**src/rtl/host_role_pkg.sv**
```systemverilog
package host_role_pkg;

  typedef enum logic [1:0] {
    SPD_LOW  = 2'b00,
    SPD_FULL = 2'b01,
    SPD_HIGH = 2'b10
  } spd_e;

  // Forced speed: high wins over full; neither selects low.
  function automatic spd_e forced_speed(input logic hs, input logic fs);
    if (hs)      return SPD_HIGH;
    else if (fs) return SPD_FULL;
    else         return SPD_LOW;
  endfunction

  // Attach speed from the line: a K-like idle (2'b10) marks a low-speed device.
  function automatic spd_e line_speed(input logic [1:0] ls);
    return (ls == 2'b10) ? SPD_LOW : SPD_FULL;
  endfunction

  // Role decision for the next cycle.
  function automatic logic role_next(input logic force_on, input logic sess,
                                     input logic id);
    if (force_on) return sess;
    else          return sess & ~id;
  endfunction

endpackage

```
**src/rtl/rsel_regs.sv**
```systemverilog
module rsel_regs #(
  parameter int ADDR_W    = 2,
  parameter int DATA_W    = 8,
  parameter int FHOST_BIT = 7,
  parameter int FHS_BIT   = 4,
  parameter int FFS_BIT   = 5,
  parameter int SRST_BIT  = 0,
  parameter int SESS_BIT  = 0,
  parameter logic [ADDR_W-1:0] TM_ADDR   = 0,
  parameter logic [ADDR_W-1:0] SESS_ADDR = 1,
  parameter logic [ADDR_W-1:0] CTRL_ADDR = 2
) (
  input  logic              clk,
  input  logic              rst_n,
  input  logic              reg_wr,
  input  logic [ADDR_W-1:0] reg_addr,
  input  logic [DATA_W-1:0] reg_wdata,
  input  logic              discon_clr,
  output logic              force_q,
  output logic              fhs_q,
  output logic              ffs_q,
  output logic              session_q,
  output logic              soft_clr
);

  logic wr_tm, wr_sess, wr_ctrl;
  logic srst_q;

  assign wr_tm   = reg_wr && (reg_addr == TM_ADDR);
  assign wr_sess = reg_wr && (reg_addr == SESS_ADDR);
  assign wr_ctrl = reg_wr && (reg_addr == CTRL_ADDR);
  assign soft_clr = srst_q;

  always_ff @(posedge clk or negedge rst_n) begin
    if (!rst_n) begin
      force_q   <= 1'b0;
      fhs_q     <= 1'b0;
      ffs_q     <= 1'b0;
      session_q <= 1'b0;
      srst_q    <= 1'b0;
    end else if (srst_q) begin
      force_q   <= 1'b0;
      fhs_q     <= 1'b0;
      ffs_q     <= 1'b0;
      session_q <= 1'b0;
      srst_q    <= 1'b0;
    end else begin
      srst_q <= wr_ctrl && reg_wdata[SRST_BIT];
      if (wr_tm) begin
        force_q <= reg_wdata[FHOST_BIT];
        fhs_q   <= reg_wdata[FHS_BIT];
        ffs_q   <= reg_wdata[FFS_BIT];
      end
      if (wr_sess)         session_q <= reg_wdata[SESS_BIT];
      else if (discon_clr) session_q <= 1'b0;
    end
  end

endmodule

```
**src/rtl/rsel_role.sv**
```systemverilog
module rsel_role
  import host_role_pkg::*;
(
  input  logic       clk,
  input  logic       rst_n,
  input  logic       soft_clr,
  input  logic       force_q,
  input  logic       fhs_q,
  input  logic       ffs_q,
  input  logic       session_q,
  input  logic       id_pin,
  input  logic [1:0] line_state,
  input  logic       host_discon,
  output logic       host_q,
  output spd_e       speed_q,
  output logic       devtype_q,
  output logic       discon_clr
);

  logic host_d, devtype_d;
  spd_e speed_d;

  assign host_d    = role_next(force_q, session_q, id_pin);
  assign speed_d   = force_q ? forced_speed(fhs_q, ffs_q) : line_speed(line_state);
  assign devtype_d = force_q ? host_discon : id_pin;
  // Only a normal-mode host session is ended by a disconnect.
  assign discon_clr = !force_q && host_q && host_discon;

  always_ff @(posedge clk or negedge rst_n) begin
    if (!rst_n) begin
      host_q    <= 1'b0;
      speed_q   <= SPD_FULL;
      devtype_q <= 1'b1;
    end else if (soft_clr) begin
      host_q    <= 1'b0;
      speed_q   <= SPD_FULL;
      devtype_q <= 1'b1;
    end else begin
      host_q    <= host_d;
      speed_q   <= speed_d;
      devtype_q <= devtype_d;
    end
  end

endmodule

```
**src/rtl/host_role_sel.sv**
```systemverilog
module host_role_sel
  import host_role_pkg::*;
#(
  parameter int ADDR_W    = 2,
  parameter int DATA_W    = 8,
  parameter int FHOST_BIT = 7,
  parameter int FHS_BIT   = 4,
  parameter int FFS_BIT   = 5,
  parameter int SRST_BIT  = 0
) (
  input  logic              clk,
  input  logic              rst_n,
  input  logic              reg_wr,
  input  logic [ADDR_W-1:0] reg_addr,
  input  logic [DATA_W-1:0] reg_wdata,
  input  logic              id_pin,
  input  logic [1:0]        line_state,
  input  logic              host_discon,
  output logic              host_mode,
  output logic [1:0]        speed_code,
  output logic              dev_type
);

  localparam logic [ADDR_W-1:0] TM_ADDR   = ADDR_W'(0);
  localparam logic [ADDR_W-1:0] SESS_ADDR = ADDR_W'(1);
  localparam logic [ADDR_W-1:0] CTRL_ADDR = ADDR_W'(2);

  // Named internal events, also observed by the bound checker.
  logic force_q, fhs_q, ffs_q, session_q, soft_clr, discon_clr;
  spd_e speed_q;

  rsel_regs #(
    .ADDR_W(ADDR_W), .DATA_W(DATA_W),
    .FHOST_BIT(FHOST_BIT), .FHS_BIT(FHS_BIT), .FFS_BIT(FFS_BIT),
    .SRST_BIT(SRST_BIT), .SESS_BIT(0),
    .TM_ADDR(TM_ADDR), .SESS_ADDR(SESS_ADDR), .CTRL_ADDR(CTRL_ADDR)
  ) regs_i (
    .clk(clk), .rst_n(rst_n),
    .reg_wr(reg_wr), .reg_addr(reg_addr), .reg_wdata(reg_wdata),
    .discon_clr(discon_clr),
    .force_q(force_q), .fhs_q(fhs_q), .ffs_q(ffs_q),
    .session_q(session_q), .soft_clr(soft_clr)
  );

  rsel_role role_i (
    .clk(clk), .rst_n(rst_n), .soft_clr(soft_clr),
    .force_q(force_q), .fhs_q(fhs_q), .ffs_q(ffs_q),
    .session_q(session_q), .id_pin(id_pin),
    .line_state(line_state), .host_discon(host_discon),
    .host_q(host_mode), .speed_q(speed_q),
    .devtype_q(dev_type), .discon_clr(discon_clr)
  );

  assign speed_code = speed_q;

endmodule

```
**config.mk**
```make
export PLATFORM = sky130hd
export DESIGN_NAME = host_role_sel
export DESIGN_NICKNAME = d
export VERILOG_FILES = /design/src/rtl/host_role_pkg.sv /design/src/rtl/rsel_regs.sv /design/src/rtl/rsel_role.sv /design/src/rtl/host_role_sel.sv
export SDC_FILE = /design/constraint.sdc
export NUM_CORES = 1
export LEC_CHECK = 0
export BUFFER_PORTS_ARGS = -buffer_cell sky130_fd_sc_hd__buf_2
export CAP_MARGIN = 20
export CELL_PAD_IN_SITES_DETAIL_PLACEMENT = 0
export CELL_PAD_IN_SITES_GLOBAL_PLACEMENT = 1
export CORE_AREA = 2 2 39 41
export CTS_CLUSTER_DIAMETER = 50
export DETAILED_ROUTE_END_ITERATION = 8
export DIE_AREA = 0 0 41 43
export GPL_TIMING_DRIVEN = 0
export PLACE_DENSITY = 0.72
export SETUP_SLACK_MARGIN = 0.3
export SYNTH_ARGS = -nofsm -noshare
export SYNTH_HDL_FRONTEND = slang
export SYNTH_HIERARCHICAL = 1
export SYNTH_SLANG_ARGS = --single-unit
```
**constraint.sdc**
```tcl
create_clock -name clk -period 1.9 [get_ports clk]
set_clock_uncertainty 0.05 [all_clocks]
set_input_delay 0.095 -clock clk [delete_from_list [all_inputs] [get_ports clk]]
set_output_delay 0.095 -clock clk [all_outputs]
set_load 0.05 [all_outputs]
```
Word-level counts from Yosys, hierarchy flattened. Cells that the tools add are included.

Register bits after elaboration: 9. Bits of input ports: 17. Output and inout port bits: 4.

Equal/unequal tests: 3. Mux-type cells: 19. Bitwise operators: 2. Reductions and logical operators: 10.

Operator list (count): 1-bit two-way mux (16); 1-bit logical AND (6); 2-bit two-way mux (3); 2-bit == test (second input constant) (2); 3-bit nonzero test (1); 2-bit by 1-bit == test with 1-bit output (second input constant) (1); 2-bit zero test (1); 2-bit nonzero test (1); 1-bit AND (1); 1-bit zero test (1); 1-bit inverter (1).

Depth between registers and ports, before layout. Gate-level depths: netlist of the first run.

Word-level depth: 6. Mapped depth: 3. Mapped depth without buffers: 3.

Modules after synthesis. Netlist of the first run, hierarchy kept.

By module, submodules not included: rsel_regs (instances 1, cells each 21, area each 250.2 um^2); rsel_role (instances 1, cells each 13, area each 166.4 um^2).

Least setup slack after synthesis of the first run. No wires, ideal clock.

Path type: flip-flop to flip-flop. Start: register role_i.host_q. End: register regs_i.session_q. Arrival: 1.257 ns. Setup slack: 0.513 ns. Stages on the path, launching flop included: 4. Period minus slack after synthesis: 1.387 ns. Cells stage by stage: dfrtp_1 and3b_2 or3b_1 mux2i_1.

Longest elaborated chain between the ends: 3.

Ends and longest elaborated chain: start: declaration (line rsel_role.sv:14) `output logic host_q,`; start signal: assignment (line rsel_role.sv:39) `host_q <= host_d;`; 1-bit logical AND (2 in series) (line rsel_role.sv:27) `assign discon_clr = !force_q && host_q && host_discon;`; net discon_clr (line host_role_sel.sv:29) `logic force_q, fhs_q, ffs_q, session_q, soft_clr, discon_clr;`; 3-bit nonzero test (no source line); end signal: assignment (line rsel_regs.sv:54) `if (wr_sess) session_q <= reg_wdata[SESS_BIT];`; end: declaration (line rsel_regs.sv:22) `output logic session_q,`.

The timed path passes the listed nets, and every way through them passes these cells. A chain may end at the register's enable or synchronous reset.

Final worst setup path of the first run.
Start: register regs_i.force_q. End: register regs_i.session_q.

Longest elaborated chain between the ends: 4.

Ends and longest elaborated chain: start: declaration (line rsel_regs.sv:19) `output logic force_q,`; start signal: assignment (line rsel_regs.sv:50) `force_q <= reg_wdata[FHOST_BIT];`; 1-bit zero test (line rsel_role.sv:27); 1-bit logical AND (2 in series) (line rsel_role.sv:27); net discon_clr (line host_role_sel.sv:29); 3-bit nonzero test (no source line).

The timed path passes the listed nets, and every way through them passes these cells.

==> reports/qor.json, run 1 <==
{
  "floorplanning": {
    "floorplan.initialDensity_pct": 30.1,
    "core_rows": 14,
    "dieWidth_um": 41,
    "core_sq_mm": 0.00138,
    "floorplan.die_area_sq_mm": 0.00176,
    "pin_count": 21,
    "die_h_um": 43
  },
  "clocking": {
    "path_clk_slew_ns": 0.06,
    "post-cts-setup-buffer-count": 0,
    "tritoncts": "built",
    "clock-sinks": 9,
    "cts_htree_levels": 1,
    "clock-root-buffer": "clkbuf_4",
    "cts-root-to-sink-buffers": 2,
    "clock_buffers_created_by_tritoncts": 3,
    "clock_latency_ns": 0.25
  },
  "timing": {
    "fmax_mhz": 787,
    "period_minus_slack_ns": 1.27,
    "worst_pin_slew_ns": 0.338,
    "fin_worst_hold_slack_ns": 0.0135,
    "setup_total_negative_slack_ns": 0,
    "report.final.setup_viol": 0,
    "report.final.hold_viol_count": 0,
    "timing.final.crit_share_pct": 66.9,
    "max-slew-margin-rel_pct": 77.4,
    "postLayoutSetupSlackWorst_ns": 0.629,
    "grt_setup_unrepaired": "false",
    "final_max_slew_viol_count": 0
  },
  "grt": {
    "globalRouteOverflowTotal": 0,
    "maximum_number_of_pins_on_one_net_before_global_route_repair": 13,
    "grt_pass1_wl_mm": 1.17,
    "antenna_found_initial": 0,
    "first_global_vias": 307,
    "grt_usage_pct": 10.1
  },
  "power_and_ir_drop": {
    "power.share.sequential_pct": 46.8,
    "power_per_cell_area_mw_per_mm2": 948,
    "total_power_w": 0.000534,
    "switching_share_pct": 31.8,
    "p_comb_share_pct": 26.2,
    "p_leak_nw": 0.279,
    "power.net_switching_w": 0.000170,
    "irDropWorstVdd_mv": 0.305,
    "power.share.clock_pct": 27.0,
    "power.internal_w": 0.000364
  },
  "setup_path": {
    "required_ns": 2.03,
    "worstSetupPathType": "reg2reg",
    "worst_ep_arrival_time_ns": 1.40,
    "start_kind": "flop",
    "worst-path-max-fanout": 7,
    "endpoint_kind": "flop"
  },
  "routing": {
    "route.detailed.vias_per_inst": 4.47,
    "drc": 0,
    "dr.pass1.iters": 2,
    "vias": 322,
    "drt_iter0_markers": 3,
    "routed_wire_length_per_instance_um": 9.76,
    "antenna_violating_nets_post_route": 0,
    "drt-total-wl_um": 703
  },
  "placed_design": {
    "pre_cts_slack_ns": 0.627,
    "place.detailed.instances": 66,
    "gp_routability_congestion": 0.674,
    "portbufs": 16,
    "place.detailed.hpwl_um": 530
  },
  "synthesis": {
    "syn_nets": 51,
    "synth_seq_cells": 9,
    "synth_async_sr_flop_share_pct": 100,
    "post_synthesis_cells": 34,
    "synth.yosys.seq_area_share_pct": 54.7,
    "synthDistinctLibCells": 16,
    "synth_enable_flop_cells": 0,
    "synthesis.area_sq_um": 417,
    "main_synth_ff_type": "dfrtp_1",
    "syn_avg_cell_area_sq_um": 12.3,
    "synth_warnings": 6
  },
  "hold_path": {
    "hp-class": "in2reg"
  },
  "finish": {
    "layout.nets": 74,
    "layout_area_overhead_pct": 35.1,
    "drive_above_1_share_pct": 41.1,
    "layout.cells.non_filler": 72,
    "antennaDiodeCount": 0
  },
  "job": {
    "max_cap_violations": 0
  },
  "run_status": {
    "status": "complete, no violations"
  }
}
==> power by group through the flow <==
stage / Sequential (W) / Combinational [W] / Clock [W]
after floorplan: 0.000307 / 0.0000442 / 0
after global placement: 0.000253 / 0.000138 / 0
after detailed placement: 0.000254 / 0.000138 / 0
after CTS: 0.000250 / 0.000141 / 0.000152
after global routing: 0.000254 / 0.000153 / 0.000155
final: 0.000250 / 0.000140 / 0.000144
==> registers in the layout, summed over array words and instances (netlist names) <==
register and count:
regs_i/soft_clr 1, regs_i/fhs_q 1, regs_i/ffs_q 1, role_i/devtype_q 1, regs_i/force_q 1, regs_i/session_q 1
role_i/speed_q 2, role_i/host_q 1
==> metrics by stage <==
step / util (%) / instance area (sq um)
after floorplan: - / 417
after global placement: 37.3 / 517
after detailed placement: 37.3 / 517
after CTS: 40.7 / 563
after global routing: 40.7 / 563
final: 40.7 / 563
==> worst max-delay path: stages (launching register included) <==
cell     delay [ns]
dfrtp_1        0.44
and3b_2        0.23
or3b_1         0.34
mux2i_1        0.13
==> final cells by class <==
| cell class | count | area, sq um |
|---|---|---|
| Multi-Input combinational cell | 24 | 185 |
| Inverter | 1 | 3.75 |
| Clock buffer | 4 | 26.3 |
| Timing Repair Buffer | 18 | 100 |
| Fill cell | 138 | 821 |
| Sequential cell | 9 | 228 |
| Tap cell | 16 | 20.0 |
==> kinds of logic (layout without fill, tap and decap cells) <==
family                 Yosys count  after routing  share of synthesized area (%)
DFF                              9              9                           54.7
and+or+nand+nor                 18             18                           30.9
AOI/OAI and AO/OA                2              2                           3.90
buffers and inverters            1             23                          0.900
muxes                            4              4                           9.61
==> synth_stat cells (2+ instances only) <==
master	instances	area, sq um
nand2b_1	7	43.8
nand3b_1	2	15.0
nor2b_1	2	12.5
dfrtp_1	7	175
mux2i_1	4	40.0
dfstp_2	2	52.6
==> per-layer routing <==
layer	routed length (um)	track usage, %	vias to the layer above
li1	-	-	164
met1	301	11.9	150
met2	350	14.4	8
met3	51	3.14	0
met4	0	8.00	0
met5	0	0	-
==> layout by cell type, fill, tap and decap left out, drive strengths merged <==
cell type and instances:
a211o 1, and3 1, and3b 1, buf 16, clkbuf 4, dfrtp 7, dfstp 2, dlygate4sd3 2
inv 1, mux2i 4, nand2 1, nand2b 7, nand3b 2, nor2b 2, nor3b 2, nor4b 1
o211ai 1, or3b 1
==> what timing repair did <==
| action | CTS | global route |
|---|---|---|
| hold buffers | 2 | 0 |
| gates resized for setup | 0 | 0 |
| endpoints found under the setup margin | 0 | 0 |
| hold endpoints to repair | 10 | 0 |
==> path summary, 6_finish.rpt <==
| kind | endpoint | start | slack [ns] | cells after the start |
|---|---|---|---|---|
| setup / recovery | regs_i/session_q$_DFFE_PN0P_ | regs_i/force_q$_DFFE_PN0P_ | 0.63 | 3 |
| hold / removal | role_i/devtype_q$_DFF_PN1_ | host_discon | 0.01 | 2 |
| setup reg to reg | regs_i/session_q$_DFFE_PN0P_ | regs_i/force_q$_DFFE_PN0P_ | 0.63 | 3 |
| hold reg to reg | role_i/host_q$_DFF_PN0_ | regs_i/session_q$_DFFE_PN0P_ | 0.49 | 1 |
| max in group asynchronous | role_i/speed_q[0]$_DFF_PN1_ | rst_n | 1.40 | 2 |
| min in group asynchronous | regs_i/session_q$_DFFE_PN0P_ | rst_n | 0.16 | 2 |
No activity file was read; power rests on OpenSTA's default activity.
==> run 2, diff against run 1 <==
--- a/config.mk
+++ b/config.mk
@@ -5,16 +5,17 @@
 export SDC_FILE = /design/constraint.sdc
 export NUM_CORES = 1
 export LEC_CHECK = 0
+export ABC_AREA = 1
 export BUFFER_PORTS_ARGS = -buffer_cell sky130_fd_sc_hd__buf_2
 export CAP_MARGIN = 20
 export CELL_PAD_IN_SITES_DETAIL_PLACEMENT = 0
 export CELL_PAD_IN_SITES_GLOBAL_PLACEMENT = 1
-export CORE_AREA = 2 2 39 41
+export CORE_MARGIN = 2
+export CORE_UTILIZATION = 28
 export CTS_CLUSTER_DIAMETER = 50
 export DETAILED_ROUTE_END_ITERATION = 8
-export DIE_AREA = 0 0 41 43
 export GPL_TIMING_DRIVEN = 0
-export PLACE_DENSITY = 0.72
+export PLACE_DENSITY = 0.69
 export SETUP_SLACK_MARGIN = 0.3
 export SYNTH_ARGS = -nofsm -noshare
 export SYNTH_HDL_FRONTEND = slang
==> constraint.sdc (replaced) <==
create_clock -name clk -period 1.2 [get_ports clk]
set_clock_uncertainty 0.05 [all_clocks]
set_input_delay 0.06 -clock clk [delete_from_list [all_inputs] [get_ports clk]]
set_output_delay 0.06 -clock clk [all_outputs]
set_load 0.05 [all_outputs]
==> run 2 against run 1 <==
Sequential cell count is the same; sequential share of layout area shrank 6.0 points; clock power grew 57%; critical path type is now reg2out; final area grew 19%; largest power group unchanged; highest routed layer unchanged.
==> reports/qor.json, run 2 <==
{
  "hold_path": {
    "hold_end": {"value": "regs_i/force_q$_DFFE_PN0P_", "change": "was role_i/devtype_q$_DFF_PN1_"},
    "hold_path_startpoint": {"value": "reg_wdata[7]", "change": "was host_discon"},
    "holdPathStages": {"value": 3, "change": "was 2"},
    "hp-class": {"value": "in2reg", "change": "unchanged"}
  },
  "floorplanning": {
    "core_rows": {"value": 13, "change": "was 14"},
    "floorplan.initialDensity": {"value": 30.8, "unit": "%", "change": "was 30.1%"},
    "die_h": {"value": 42.3, "unit": "um", "change": "was 43 um"},
    "core": {"value": 0.00133, "unit": "sq mm", "change": "was 0.00138 sq mm"},
    "pin_count": {"value": 21, "change": "unchanged"},
    "floorplan.die_area": {"value": 0.00179, "unit": "sq mm", "change": "was 0.00176 sq mm"},
    "dieWidth": {"value": 42.3, "unit": "um", "change": "was 41 um"}
  },
  "setup_path": {
    "crit-reg2reg-launch": {"value": "regs_i/force_q$_DFFE_PN0P_", "change": "unchanged"},
    "worstSetupPathType": {"value": "reg2out", "change": "was reg2reg"},
    "worst_ep_arrival_time": {"value": 0.92, "unit": "ns", "change": "was 1.40 ns"},
    "ff2ff_path_depth": {"value": 4, "change": "was 3"},
    "endpoint_kind": {"value": "primary output", "change": "was flop"},
    "cp_num_buf_inv": {"value": 1, "change": "was 0"},
    "critical_path.top_delay_family": {"value": "flip-flops", "change": "was simple AND/OR/NAND/NOR gates"},
    "largest_stage_delay_on_the_critical_path": {"value": 0.53, "unit": "ns", "change": "was 0.44 ns"},
    "worst-path-max-fanout": {"value": 1, "change": "was 7"},
    "reg2reg_to": {"value": "regs_i/session_q$_DFFE_PN0P_", "change": "unchanged"},
    "worst-r2r-setup-slack": {"value": 0.34, "unit": "ns", "change": "was 0.63 ns"},
    "critical_path.cell_chain": {"value": "buf_8", "change": "was and3b_2, or3b_1, mux2i_1"},
    "required": {"value": 1.09, "unit": "ns", "change": "was 2.03 ns"},
    "start_kind": {"value": "flop", "change": "unchanged"},
    "timing.critical_path.slowest_stage_cell": {"value": "dfstp_2", "change": "was dfrtp_1"}
  },
  "timing": {
    "timing.final.crit_share_pct": 86.2,
    "report.final.setup_viol": {"value": 0, "change": "unchanged"},
    "fmax_mhz": 966,
    "setup_total_negative_slack": {"value": 0, "unit": "ns", "change": "unchanged"},
    "final_max_slew_viol_count": {"value": 0, "change": "unchanged"},
    "max-slew-margin-rel": {"value": 86.8, "unit": "%", "change": "was 77.4%"},
    "worst_pin_slew": {"value": 0.198, "unit": "ns", "change": "was 0.338 ns"},
    "fin_worst_hold_slack": {"value": 0.0116, "unit": "ns", "change": "was 0.0135 ns"},
    "grt_setup_unrepaired": {"value": "true", "change": "was false"},
    "report.final.hold_viol_count": {"value": 0, "change": "unchanged"},
    "period_minus_slack_ns": 1.03
  },
  "placed_design": {
    "place.detailed.instances": {"value": 79, "change": "was 66"},
    "dpl_cell_area": {"value": 510, "unit": "sq um", "change": "was 517 sq um"},
    "portbufs": {"value": 16, "change": "unchanged"},
    "gp_routability_congestion": {"value": 0.646, "change": "was 0.674"},
    "place.detailed.hpwl": {"value": 612, "unit": "um", "change": "was 530 um"}
  },
  "finish": {
    "layout.cells.most_common_list": {"value": "buf_2, nand2_1, nand3_1", "change": "was buf_2, nand2b_1, dfrtp_1"},
    "fin_area": {"value": 668, "unit": "sq um", "change": "was 563 sq um"},
    "layout.nets": {"value": 95, "change": "was 74"},
    "antennaDiodeCount": {"value": 0, "change": "unchanged"},
    "layout_area_overhead": {"value": 62.8, "unit": "%", "change": "was 35.1%"},
    "layout.cells.non_filler": {"value": 92, "change": "was 72"},
    "largest_register_ffs": {"value": 2, "change": "unchanged"},
    "max_flop_register": {"value": "role_i/speed_q", "change": "unchanged"},
    "drive_above_1_share": {"value": 42.9, "unit": "%", "change": "was 41.1%"},
    "final_util": {"value": 50.1, "unit": "%", "change": "was 40.7%"},
    "layout_commonest_cell": {"value": "buf_2", "change": "unchanged"}
  },
  "grt": {
    "grt_usage": {"value": 11.4, "unit": "%", "change": "was 10.1%"},
    "antenna_found_initial": {"value": 0, "change": "unchanged"},
    "maximum_number_of_pins_on_one_net_before_global_route_repair": {"value": 10, "change": "was 13"},
    "grt_pass1_wl": {"value": 1.46, "unit": "mm", "change": "was 1.17 mm"},
    "first_global_vias": {"value": 346, "change": "was 307"},
    "globalRouteOverflowTotal": {"value": 0, "change": "unchanged"}
  },
  "power_and_ir_drop": {
    "p_comb_share": {"value": 27.6, "unit": "%", "change": "was 26.2%"},
    "power_per_cell_area": {"value": 1250, "unit": "mW/mm^2", "change": "was 948 mW/mm^2"},
    "power.internal": {"value": 0.000581, "unit": "W", "change": "was 0.000364 W"},
    "irDropWorstVdd": {"value": 0.422, "unit": "mV", "change": "was 0.305 mV"},
    "power.share.sequential": {"value": 45.4, "unit": "%", "change": "was 46.8%"},
    "power.share.clock": {"value": 27.0, "unit": "%", "change": "about the same"},
    "p_leak": {"value": 0.336, "unit": "nW", "change": "was 0.279 nW"},
    "power.net_switching": {"value": 0.000254, "unit": "W", "change": "was 0.000170 W"},
    "switching_share": {"value": 30.5, "unit": "%", "change": "was 31.8%"}
  },
  "routing": {
    "drt_iter0_markers": {"value": 6, "change": "was 3"},
    "drt-total-wl": {"value": 833, "unit": "um", "change": "was 703 um"},
    "drc": {"value": 0, "change": "unchanged"},
    "dr.pass1.iters": {"value": 2, "change": "unchanged"},
    "routed_wire_length_per_instance": {"value": 9.05, "unit": "um", "change": "was 9.76 um"},
    "vias": {"value": 388, "change": "was 322"},
    "antenna_violating_nets_post_route": {"value": 0, "change": "unchanged"},
    "route.detailed.vias_per_inst": {"value": 4.22, "change": "was 4.47"}
  },
  "clocking": {
    "clock-sinks": {"value": 9, "change": "unchanged"},
    "clock_latency": {"value": 0.25, "unit": "ns", "change": "about the same"},
    "cts_htree_levels": {"value": 1, "change": "unchanged"},
    "tritoncts": {"value": "built", "change": "unchanged"},
    "clock-root-buffer": {"value": "clkbuf_4", "change": "unchanged"},
    "clock_buffers_created_by_tritoncts": {"value": 3, "change": "unchanged"},
    "path_clk_slew": {"value": 0.06, "unit": "ns", "change": "about the same"},
    "cts-root-to-sink-buffers": {"value": 2, "change": "unchanged"}
  },
  "synthesis": {
    "synthMostInstantiatedCell": "nand2_1",
    "main_synth_ff_type": {"value": "dfrtp_1", "change": "unchanged"},
    "netlist_top_cells_count": {"value": "nand2_1, nand3_1, dfrtp_1", "change": "was dfrtp_1, nand2b_1, mux2i_1"},
    "synth_seq_cells": {"value": 9, "change": "unchanged"},
    "yosys.area.top_type": {"value": "dfrtp_1", "change": "unchanged"},
    "synth_top_cells_by_area": {"value": "dfrtp_1, dfstp_2, nand3_1, nand2_1, inv_1", "change": "was dfrtp_1, dfstp_2, nand2b_1, mux2i_1, nand3b_1"},
    "synth_async_sr_flop_share": {"value": 100, "unit": "%", "change": "unchanged"},
    "synth_enable_flop_cells": {"value": 0, "change": "unchanged"},
    "synth.yosys.seq_area_share": {"value": 55.5, "unit": "%", "change": "was 54.7%"},
    "synth_warnings": {"value": 6, "change": "unchanged"},
    "post_synthesis_cells": {"value": 48, "change": "was 34"},
    "syn_nets": {"value": 65, "change": "was 51"},
    "netlist.area_leader.share": {"value": 42.7, "unit": "%", "change": "was 42.0%"},
    "synthDistinctLibCells": {"value": 12, "change": "was 16"},
    "synthesis.area": {"value": 410, "unit": "sq um", "change": "was 417 sq um"},
    "syn_avg_cell_area": {"value": 8.55, "unit": "sq um", "change": "was 12.3 sq um"}
  },
  "job": {
    "max_cap_violations": {"value": 0, "change": "unchanged"}
  },
  "run_status": {
    "status": {"value": "complete, no violations", "change": "unchanged"}
  }
}
[run 2: cell types whose count changed after synthesis, moves of 2 or more]
cell and delta:
nand4_1 +3, nand2b_1 -7, mux2i_1 -4, nor2_1 +3
nand2_1 +11, nand3b_1 -2, nor2b_1 -2, inv_1 +4
nand2_2 +2, nand3_1 +9, nor2_2 +2
[run 2: how the worst max path moves through the flow]
stage                                start                            to  cells past startpoint
3_5_place_dp     regs_i/soft_clr$_DFF_PN0_     regs_i/soft_clr$_DFF_PN0_                      3
6_report       role_i/speed_q[0]$_DFF_PN1_                 speed_code[0]                      1
2_1_floorplan      role_i/host_q$_DFF_PN0_  regs_i/session_q$_DFFE_PN0P_                      5
3_3_place_gp     regs_i/soft_clr$_DFF_PN0_     regs_i/soft_clr$_DFF_PN0_                      3
4_1_cts        role_i/speed_q[0]$_DFF_PN1_                 speed_code[0]                      1
5_1_grt        role_i/speed_q[0]$_DFF_PN1_                 speed_code[0]                      1
[run 2: power by group through the flow]
stage	clock network [W]	logic, W	registers, W
after floorplan	0	0.0000600	0.000438
after detailed placement	0	0.000180	0.000377
after global placement	0	0.000178	0.000376
after CTS	0.000238	0.000227	0.000379
final	0.000226	0.000230	0.000379
after global routing	0.000264	0.000251	0.000384
[run 2: stage by stage]
stage	setup WS, ns	power (W)
3_3_place_gp	0.219	0.000554
3_5_place_dp	0.202	0.000556
4_1_cts	0.153	0.000844
2_1_floorplan	0.222	0.000498
5_1_grt	0.128	0.000899
6_report	0.165	0.000835
[run 2: layout make-up]
type	instances	area (sq um)
fill	136	666
sequential	9	230
timing repair buffer	25	200
multi-input combinational	33	168
clock buffer	4	26.3
inverter	6	25.0
tap	15	18.8
[run 2: kinds of logic after synthesis]
| kind of cell | Yosys count | synth area share, % |
|---|---|---|
| buffers and inverters | 6 | 5.49 |
| and+or+nand+nor | 33 | 39.0 |
| DFF | 9 | 55.5 |
[run 2: per-layer routing]
| metal | wire length (um) | share of wire, % | up-vias | track usage, % |
|---|---|---|---|---|
| li1 | - | - | 213 | - |
| met1 | 405 | 49 | 158 | 13.1 |
| met2 | 351 | 42 | 17 | 16.0 |
| met3 | 75 | 9.0 | 0 | 5.17 |
| met4 | 0 | 0 | 0 | 9.38 |
| met5 | 0 | 0 | - | 0 |
[run 2: repair_timing]
| action | CTS | global route |
|---|---|---|
| hold buffers | 7 | 1 |
| setup endpoints to repair | 9 | 8 |
| hold endpoints to repair | 13 | 1 |
| pin swaps | 0 | 3 |
| buffers inserted | 0 | 1 |
| resized for setup | 13 | 2 |
==> run 3, diff against run 2 <==
--- a/config.mk
+++ b/config.mk
@@ -16,7 +16,7 @@
 export DETAILED_ROUTE_END_ITERATION = 8
 export GPL_TIMING_DRIVEN = 0
 export PLACE_DENSITY = 0.69
-export SETUP_SLACK_MARGIN = 0.3
+export SETUP_SLACK_MARGIN = 0.2
 export SYNTH_ARGS = -nofsm -noshare
 export SYNTH_HDL_FRONTEND = slang
 export SYNTH_HIERARCHICAL = 1
==> run 3 against run 2 <==
Clock power rose by 4%; maximum frequency is 0.27% lower; via count rose by 0.52%; highest routed layer is now met4; die area unchanged; final area down 3.7%.
==> reports/qor.json, run 3 (synthesis gave the netlist of run 2 again) <==
{
  "clocking": {
    "post-cts-setup-buffer-count": {"value": 0, "change": "unchanged"},
    "clock-sinks": {"value": 9, "change": "unchanged"},
    "clock_latency": {"value": 0.26, "unit": "ns", "change": "was 0.25 ns"},
    "tritoncts": {"value": "built", "change": "unchanged"},
    "clock_buffers_created_by_tritoncts": {"value": 3, "change": "unchanged"},
    "path_clk_slew": {"value": 0.06, "unit": "ns", "change": "about the same"},
    "cts-root-to-sink-buffers": {"value": 2, "change": "unchanged"},
    "clock-root-buffer": {"value": "clkbuf_4", "change": "unchanged"},
    "cts_htree_levels": {"value": 1, "change": "unchanged"}
  },
  "finish": {
    "layout_area_overhead": {"value": 56.7, "unit": "%", "change": "was 62.8%"},
    "largest_register_ffs": {"value": 2, "change": "unchanged"},
    "layout.cells.non_filler": {"value": 91, "change": "was 92"},
    "antennaDiodeCount": {"value": 0, "change": "unchanged"},
    "layout.nets": {"value": 94, "change": "was 95"},
    "max_flop_register": {"value": "role_i/speed_q", "change": "unchanged"},
    "layout_commonest_cell": {"value": "buf_2", "change": "unchanged"},
    "drive_above_1_share": {"value": 39.5, "unit": "%", "change": "was 42.9%"},
    "layout.cells.most_common_list": {"value": "buf_2, nand2_1, nand3_1", "change": "unchanged"},
    "final.fill_count": {"value": 147, "change": "was 136"},
    "fin_area": {"value": 643, "unit": "sq um", "change": "was 668 sq um"}
  },
  "hold_path": {
    "hold_path_startpoint": {"value": "reg_wdata[5]", "change": "was reg_wdata[7]"},
    "holdPathStages": {"value": 3, "change": "unchanged"},
    "hold_end": {"value": "regs_i/ffs_q$_DFFE_PN0P_", "change": "was regs_i/force_q$_DFFE_PN0P_"},
    "hp-class": {"value": "in2reg", "change": "unchanged"}
  },
  "setup_path": {
    "ff2ff_path_depth": {"value": 4, "change": "unchanged"},
    "critical_path_depth": {"value": 1, "change": "unchanged"},
    "cp_num_buf_inv": {"value": 1, "change": "unchanged"},
    "required": {"value": 1.09, "unit": "ns", "change": "about the same"},
    "timing.critical_path.slowest_stage_cell": {"value": "dfstp_2", "change": "unchanged"},
    "critical_path.top_delay_family": {"value": "flip-flops", "change": "unchanged"},
    "crit-reg2reg-launch": {"value": "regs_i/force_q$_DFFE_PN0P_", "change": "unchanged"},
    "start_kind": {"value": "flop", "change": "unchanged"},
    "largest_stage_delay_on_the_critical_path": {"value": 0.53, "unit": "ns", "change": "about the same"},
    "worst_ep_arrival_time": {"value": 0.93, "unit": "ns", "change": "was 0.92 ns"},
    "critical_path.cell_chain": {"value": "buf_8", "change": "unchanged"},
    "worst-path-max-fanout": {"value": 1, "change": "unchanged"},
    "worstSetupPathType": {"value": "reg2out", "change": "unchanged"},
    "worst-r2r-setup-slack": {"value": 0.32, "unit": "ns", "change": "was 0.34 ns"},
    "endpoint_kind": {"value": "primary output", "change": "unchanged"},
    "reg2reg_to": {"value": "regs_i/session_q$_DFFE_PN0P_", "change": "unchanged"}
  },
  "grt": {
    "globalRouteOverflowTotal": {"value": 0, "change": "unchanged"},
    "antenna_found_initial": {"value": 0, "change": "unchanged"},
    "grt_usage": {"value": 12.0, "unit": "%", "change": "was 11.4%"},
    "first_global_vias": {"value": 360, "change": "was 346"},
    "maximum_number_of_pins_on_one_net_before_global_route_repair": {"value": 10, "change": "unchanged"},
    "grt_pass1_wl": {"value": 1.55, "unit": "mm", "change": "was 1.46 mm"}
  },
  "routing": {
    "route.detailed.vias_per_inst": {"value": 4.29, "change": "was 4.22"},
    "drc": {"value": 0, "change": "unchanged"},
    "drt-total-wl": {"value": 888, "unit": "um", "change": "was 833 um"},
    "routed_wire_length_per_instance": {"value": 9.76, "unit": "um", "change": "was 9.05 um"},
    "vias": {"value": 390, "change": "was 388"},
    "antenna_violating_nets_post_route": {"value": 0, "change": "unchanged"},
    "drt_iter0_markers": {"value": 2, "change": "was 6"},
    "dr.pass1.iters": {"value": 2, "change": "unchanged"}
  },
  "timing": {
    "worst_pin_slew": {"value": 0.246, "unit": "ns", "change": "was 0.198 ns"},
    "period_minus_slack": {"value": 1.04, "unit": "ns", "change": "was 1.03 ns"},
    "report.final.hold_viol_count": {"value": 0, "change": "unchanged"},
    "timing.final.crit_share": {"value": 86.5, "unit": "%", "change": "was 86.2%"},
    "report.final.setup_viol": {"value": 0, "change": "unchanged"},
    "fin_worst_hold_slack": {"value": 0.00519, "unit": "ns", "change": "was 0.0116 ns"},
    "setup_total_negative_slack": {"value": 0, "unit": "ns", "change": "unchanged"},
    "fmax": {"value": 964, "unit": "MHz", "change": "was 966 MHz"},
    "max-slew-margin-rel": {"value": 83.7, "unit": "%", "change": "was 86.8%"},
    "grt_setup_unrepaired": {"value": "true", "change": "unchanged"},
    "final_max_slew_viol_count": {"value": 0, "change": "unchanged"}
  },
  "power_and_ir_drop": {
    "p_leak": {"value": 0.328, "unit": "nW", "change": "was 0.336 nW"},
    "irDropWorstVdd": {"value": 0.394, "unit": "mV", "change": "was 0.422 mV"},
    "power_per_cell_area": {"value": 1300, "unit": "mW/mm^2", "change": "was 1250 mW/mm^2"}
  },
  "job": {
    "max_cap_violations": {"value": 0, "change": "unchanged"}
  },
  "placed_design": {
    "place.detailed.hpwl": {"value": 606, "unit": "um", "change": "was 612 um"},
    "gp_routability_congestion": {"value": 0.668, "change": "was 0.646"},
    "place.detailed.instances": {"value": 79, "change": "unchanged"},
    "portbufs": {"value": 16, "change": "unchanged"},
    "dpl_cell_area": {"value": 510, "unit": "sq um", "change": "unchanged"}
  },
  "floorplanning": {
    "dieWidth": {"value": 42.3, "unit": "um", "change": "unchanged"},
    "floorplan.die_area": {"value": 0.00179, "unit": "sq mm", "change": "unchanged"},
    "die_h": {"value": 42.3, "unit": "um", "change": "unchanged"},
    "pin_count": {"value": 21, "change": "unchanged"},
    "floorplan.initialDensity": {"value": 30.8, "unit": "%", "change": "unchanged"},
    "core_rows": {"value": 13, "change": "unchanged"},
    "core": {"value": 0.00133, "unit": "sq mm", "change": "unchanged"}
  },
  "run_status": {
    "status": {"value": "complete, no violations", "change": "unchanged"}
  }
}
-- run 3: cell type report --
type | count | area (sq um) | area share (%)
Timing Repair Buffer | 24 | 183 | 28.4
Inverter | 6 | 25.0 | 3.89
Multi-Input combinational cell | 33 | 160 | 24.9
Tap cell | 15 | 18.8 | 2.92
Clock buffer | 4 | 26.3 | 4.09
Sequential cell | 9 | 230 | 35.8
-- run 3: layer usage --
layer  vias up  part of all wire (%)  GRT usage (%)
li1        212                     -              -
met1       158                    49           14.6
met2        18                    43           16.3
met3         2                   6.8           3.88
met4         0                   1.4           11.3
met5         -                     0              0
-- run 3: stage by stage --
stage / setup WS (ns) / util, % / power, W
detailed placement: 0.209 / 38.3 / 0.000557
global route: 0.128 / 48.2 / 0.000890
floorplan: 0.220 / - / 0.000499
global placement: 0.210 / 38.3 / 0.000554
CTS: 0.149 / 47.7 / 0.000843
finish: 0.162 / 48.2 / 0.000833
-- run 3: power breakdown --
part | internal, W | switching [W]
registers | 0.000350 | 0.0000266
logic | 0.0000958 | 0.000126
clock network | 0.000128 | 0.000107
-- run 3: what timing repair did --
action | 4_1_cts | 5_1_grt
endpoints found under the setup margin | 3 | 4
gates resized for setup | 7 | 4
hold endpoints to repair | 14 | 0
hold buffers | 8 | 0
-- run 3: worst min-delay path, stage by stage --
cell and delay [ns]:
buf_2 0.10, nand4_1 0.07, nand2_1 0.05
-- run 3: worst max-delay path by stage --
stage	from	slack, ns	to
final	role_i/devtype_q$_DFF_PN1_	0.16	dev_type
after global routing	role_i/devtype_q$_DFF_PN1_	0.13	dev_type
after CTS	role_i/devtype_q$_DFF_PN1_	0.15	dev_type
after detailed placement	regs_i/soft_clr$_DFF_PN0_	0.21	regs_i/soft_clr$_DFF_PN0_
after global placement	regs_i/soft_clr$_DFF_PN0_	0.21	regs_i/soft_clr$_DFF_PN0_
after floorplan	role_i/host_q$_DFF_PN0_	0.22	regs_i/session_q$_DFFE_PN0P_
